## config.mk

```make
export PLATFORM = sky130hd
export DESIGN_NAME = scan_seq_top
export DESIGN_NICKNAME = d
export VERILOG_FILES = /design/src/rtl/scan_seq_pkg.sv /design/src/rtl/scan_seq_mem.sv /design/src/rtl/scan_seq_ptr.sv /design/src/rtl/scan_seq_top.sv
export SDC_FILE = /design/constraint.sdc
export NUM_CORES = 1
export LEC_CHECK = 0
export BUFFER_PORTS_ARGS = -buffer_cell sky130_fd_sc_hd__buf_4
export CAP_MARGIN = 20
export CORE_MARGIN = 2
export CORE_UTILIZATION = 66
export CTS_CLUSTER_SIZE = 14
export DETAILED_ROUTE_END_ITERATION = 8
export PLACE_DENSITY = 0.85
export SLEW_MARGIN = 20
export SYNTH_ARGS = -nofsm -noshare
export SYNTH_HDL_FRONTEND = slang
export SYNTH_SLANG_ARGS = --single-unit
```

## constraint.sdc

```tcl
create_clock -name clk -period 9.2 [get_ports clk]
set_clock_uncertainty 0.15 [all_clocks]
set_input_delay 1.84 -clock clk [delete_from_list [all_inputs] [get_ports clk]]
set_output_delay 1.84 -clock clk [all_outputs]
set_load 0.05 [all_outputs]
```

## src/rtl/scan_seq_pkg.sv

```systemverilog
package scan_seq_pkg;
  localparam int CH_W   = 4;
  localparam int GAIN_W = 2;

  // Field order matches the write-data layout.
  typedef struct packed {
    logic              uni;
    logic              half;
    logic [GAIN_W-1:0] gain;
    logic [CH_W-1:0]   ch;
  } scan_entry_t;

  localparam int ENTRY_W = $bits(scan_entry_t);
endpackage

```

## src/rtl/scan_seq_mem.sv

```systemverilog
module scan_seq_mem
  import scan_seq_pkg::*;
#(
  parameter int DEPTH = 16,
  parameter int IDX_W = $clog2(DEPTH)
) (
  input  logic             clk,
  input  logic             rst_n,
  input  logic             wr_en,
  input  logic [IDX_W-1:0] wr_addr,
  input  scan_entry_t      wr_data,
  input  logic [IDX_W-1:0] rd_idx,
  output scan_entry_t      rd_data
);

  scan_entry_t tab [DEPTH];

  for (genvar g = 0; g < DEPTH; g++) begin : g_ent
    scan_entry_t ent_q;
    logic        ent_en;

    assign ent_en = wr_en && (wr_addr == IDX_W'(g));

    always_ff @(posedge clk or negedge rst_n) begin
      if (!rst_n) begin
        ent_q <= '0;
      end else if (ent_en) begin
        ent_q <= wr_data;
      end
    end

    assign tab[g] = ent_q;
  end

  always_comb begin
    rd_data = '0;
    if (int'(rd_idx) < DEPTH) begin
      rd_data = tab[rd_idx];
    end
  end

endmodule

```

## src/rtl/scan_seq_ptr.sv

```systemverilog
module scan_seq_ptr #(
  parameter int DEPTH = 16,
  parameter int IDX_W = $clog2(DEPTH),
  parameter int LEN_W = $clog2(DEPTH + 1)
) (
  input  logic             clk,
  input  logic             rst_n,
  input  logic             acq_en,
  input  logic             adv,
  input  logic             len_we,
  input  logic [LEN_W-1:0] len_data,
  output logic [IDX_W-1:0] idx_q,
  output logic [IDX_W-1:0] idx_nxt,
  output logic [LEN_W-1:0] len_q
);

  localparam logic [LEN_W-1:0] LEN_MAX = LEN_W'(DEPTH);

  logic [LEN_W-1:0] len_nxt;
  logic [LEN_W-1:0] idx_inc;

  always_comb begin
    len_nxt = len_q;
    if (len_we) begin
      len_nxt = (len_data > LEN_MAX) ? LEN_MAX : len_data;
    end
  end

  always_comb begin
    idx_inc = LEN_W'(idx_q) + LEN_W'(1);
    idx_nxt = idx_q;
    if (!acq_en) begin
      idx_nxt = '0;
    end else if (adv) begin
      // A length of 0 also lands here, so the index stays at 0.
      idx_nxt = (idx_inc >= len_q) ? '0 : IDX_W'(idx_inc);
    end
  end

  always_ff @(posedge clk or negedge rst_n) begin
    if (!rst_n) begin
      idx_q <= '0;
      len_q <= LEN_W'(1);
    end else begin
      idx_q <= idx_nxt;
      if (len_we) begin
        len_q <= len_nxt;
      end
    end
  end

endmodule

```

## src/rtl/scan_seq_top.sv

```systemverilog
module scan_seq_top
  import scan_seq_pkg::*;
#(
  parameter int DEPTH = 16,
  localparam int IDX_W = $clog2(DEPTH),
  localparam int LEN_W = $clog2(DEPTH + 1)
) (
  input  logic               clk,
  input  logic               rst_n,
  input  logic               wr_en,
  input  logic [IDX_W-1:0]   wr_addr,
  input  logic [ENTRY_W-1:0] wr_data,
  input  logic               len_we,
  input  logic [LEN_W-1:0]   len_data,
  input  logic               diff_mode,
  input  logic               acq_en,
  input  logic               adv,
  output logic [IDX_W-1:0]   cur_idx,
  output logic [CH_W-1:0]    mux_sel,
  output logic [GAIN_W-1:0]  gain_sel,
  output logic               ref_half,
  output logic               ref_uni,
  output logic               se_status
);

  logic [IDX_W-1:0] idx_nxt;
  logic [LEN_W-1:0] len_q;
  scan_entry_t      rd_ent;
  scan_entry_t      sel_q;

  scan_seq_ptr #(.DEPTH(DEPTH), .IDX_W(IDX_W), .LEN_W(LEN_W)) u_ptr (
    .clk      (clk),
    .rst_n    (rst_n),
    .acq_en   (acq_en),
    .adv      (adv),
    .len_we   (len_we),
    .len_data (len_data),
    .idx_q    (cur_idx),
    .idx_nxt  (idx_nxt),
    .len_q    (len_q)
  );

  // The table is read at the upcoming index, so the select register
  // and the index register change on the same edge.
  scan_seq_mem #(.DEPTH(DEPTH), .IDX_W(IDX_W)) u_mem (
    .clk     (clk),
    .rst_n   (rst_n),
    .wr_en   (wr_en),
    .wr_addr (wr_addr),
    .wr_data (scan_entry_t'(wr_data)),
    .rd_idx  (idx_nxt),
    .rd_data (rd_ent)
  );

  always_ff @(posedge clk or negedge rst_n) begin
    if (!rst_n) begin
      sel_q <= '0;
    end else begin
      sel_q <= rd_ent;
    end
  end

  always_comb begin
    mux_sel = sel_q.ch;
    if (diff_mode) begin
      mux_sel[CH_W-1] = 1'b0;
    end
  end

  assign gain_sel  = sel_q.gain;
  assign ref_half  = sel_q.half;
  assign ref_uni   = sel_q.uni;
  assign se_status = !diff_mode;

endmodule

```

==> summary.txt <==
Synthesis
  – Gate count after technology mapping: 685
  – Synthesized area: 7610 sq um
  – Cell variety after synth: 43
  – Post-synth top cells: 144 x dfrtp_1, 136 x mux2_2, 74 x nand2_1, 43 x clkbuf_1, 33 x a21oi_1
  – Post-synth top area share: 0.473
  – Ys Warns: 0
  – Synth top area cells: dfrtp_1 47%, mux2_2 20%, nand2_1 3.6%
  – Syn_nets: 715
  – Mean Syn Cell Area: 11.1 sq um
  – Most common cell in the synthesized netlist: dfrtp_1
  – EDFF count, synth: 0
  – Seq/Total Area, Yosys: 0.477
  – Synth Register Bits: 145
  – Cell taking the most area after synthesis: dfrtp_1
  – Post-synth top flop: dfrtp_1
  – FFs w/ async S/R, synth: 1.00

Final layout
  – Final nets: 717
  – Antenna cells: 0
  – Layout fillers: 744
  – Post-Route Utilization: 0.748
  – Area Growth Syn to Fin: 11.2%
  – Layout cell share with drive strength beyond 1: 0.309
  – Finished Cell Area: 8470 sq um

Power
  – Worst VDD drop: 239 uV
  – Power per Cell Area: 247 nW/um^2
  – Leakage power: 0.00367 uW

CTS
  – Post-cts sizing count: 0
  – Hold buffers post-CTS: 0
  – CTS tree: yes
  – Post-CTS Setup Repair Bufs: 0
  – Root Driver: clkbuf_16
  – Clk sink count: 145
  – Max H-tree Level: 4
  – CTS buffer count: 17
  – Clock-pin slew of the registers on the worst-case setup and hold paths: 60 ps
  – Max clock buf depth: 2
  – Clock latency on the worst-skew pair: 430 ps

Die
  – Die ar.: 12400 sq um
  – Initial Util: 0.673
  – Rows: 39
  – Placeable core region: 11300 sq um
  – Chip width: 111 um
  – Die Height: 111 um
  – Ports: 37

Run
  – Max-cap violation count: 0

Setup path
  – Launch point of the worst path: u_ptr.idx_q[0]
  – Worst r2r src: u_ptr.idx_q[0]
  – CP peak stage delay: 790 ps
  – Crit Path Category: flop to flop
  – Worst Path Max Fanout: 91
  – CP cell instances: buf_4 -> ha_1 -> nand2b_4 -> a2111oi_4 -> or2_1 -> a32oi_4 -> inv_1 -> a21oi_1 -> a221o_1 -> nand4_1
  – CP endpoint kind: flop
  – Worst Path Arrival: 5200 ps
  – Worst EP required: 9410 ps
  – CP Launch Type: flop
  – Crit-path slowest cell: or2_1

Route
  – Vias per std cell: 6.96
  – Routed WL: 19800 um
  – Routed via count: 5864
  – Drt initial violations: 944
  – Antenna Nets Post-Route: 0
  – Avg WL per Cell: 23.5 um
  – First-pass iteration count of the detailed router: 6
  – DRC viols: 0

Global route
  – Number of global-route vias before repair: 5890
  – First-pass GRT wire length: 31800 um
  – Total gr overflow: 0
  – GRT Overall Usage: 0.332
  – Number of antenna violations at the first check in global routing: 0
  – Largest net degree at the start of global routing: 92

Timing
  – Hold Vio Cnt, Final: 0
  – Relative slew slack: 0.227
  – Setup ws final: 4210 ps
  – Pins over their slew limit: 0
  – Worst-margin pin slew: 1160 ps
  – Fmax: 0.200 GHz
  – Setup tns final: 0 ps
  – Final period util: 0.543
  – Tmin final: 4990 ps
  – Unrepaired setup endpoints after global routing: no
  – Final setup fails: 0

Placed design
  – Area after DPL: 7860 sq um
  – DP HPWL: 12700 um
  – Routability cong.: 0.899
  – I/O Buffers: 36
  – Pre-CTS setup slack: 4370 ps

Status
  – Outcome: finished clean

Min path
  – Worst hold path type: flop to flop
  – Hold Path Origin: u_mem.g_ent[13].ent_q[2]
cell type report:
| type | instances | area, sq um | share of cell area |
|---|---|---|---|
| inverter | 9 | 33.8 | 0.00399 |
| clock inverter | 11 | 151 | 0.0179 |
| clock buffer | 21 | 460 | 0.0544 |
| timing repair buffer | 42 | 319 | 0.0377 |
| tap | 143 | 179 | 0.0211 |
| sequential | 145 | 3630 | 0.429 |
| multi-input combinational | 472 | 3690 | 0.436 |
cells by family after synthesis:
family          after synthesis  synth area share
simple gates                190             0.134
buf+inv                      68            0.0388
flops                       145             0.477
fa+ha+maj                     6           0.00986
compound gates              114             0.106
mux                         160             0.233
xor+xnor                      2           0.00230
power breakdown:
group / internal (uW) / switching (uW)
Combinational: 220 / 264
Clock: 443 / 274
Sequential: 784 / 104
Total: 1450 / 641
cell usage in the layout, fill, tap and decap left out, types with 9 or more instances in the layout:
cell	Yosys	layout
dfrtp_1	144	143
mux2_2	136	136
nand2_1	74	74
buf_4	6	41
a21oi_1	33	33
a31oi_1	25	25
mux2i_1	24	24
nor2_1	23	23
nor3b_1	17	17
clkbuf_16	0	17
nor4b_1	16	16
a221o_1	16	16
nand3_1	10	10
o21ai_0	10	10
o211ai_1	10	10
nand4_1	9	9
sequential cells by signal, summed over array words and instances (netlist names):
signal,flops
u_ptr.len_q,5
u_ptr.idx_q,4
sel_q,1
ref_half,1
mux_sel,3
ref_uni,1
gain_sel,2
u_mem.g_ent.ent_q,128
worst max-delay path, delay by kind of cell, from the launching register on:
family | cells | cell delay (ps)
compound gates | 4 | 1510
fa+ha+maj | 1 | 360
buf+inv | 2 | 1400
simple gates | 3 | 1050
flops | 1 | 390
through the flow:
stage / hold WS (ps) / cells / total power (uW)
floorplan: 300 / 685 / 1220
global placement: 334 / 811 / 1330
detailed placement: 342 / 811 / 1360
CTS: 354 / 843 / 2080
global route: 361 / 843 / 2170
finish: 354 / 843 / 2090
routing by layer:
layer,wire length [um],part of all wire,track usage,vias to the layer above
li1,-,-,-,2519
met1,7920,0.40,0.439,2907
met2,9410,0.47,0.520,363
met3,1680,0.084,0.0849,75
met4,836,0.042,0.160,0
met5,0,0,0,-
final timing paths:
check                                           endpoint  slack, ps  cells after the start
worst min-delay path            u_mem.g_ent[13].ent_q[2]        350                      1
worst min register to register  u_mem.g_ent[13].ent_q[2]        350                      1
worst max-delay path                         gain_sel[1]       4210                     10
min in group asynchronous        u_mem.g_ent[3].ent_q[7]       1250                      1
worst max register to register               gain_sel[1]       4210                     10
max in group asynchronous        u_mem.g_ent[6].ent_q[7]       6270                      2
Power figures use the tool's default switching activity.
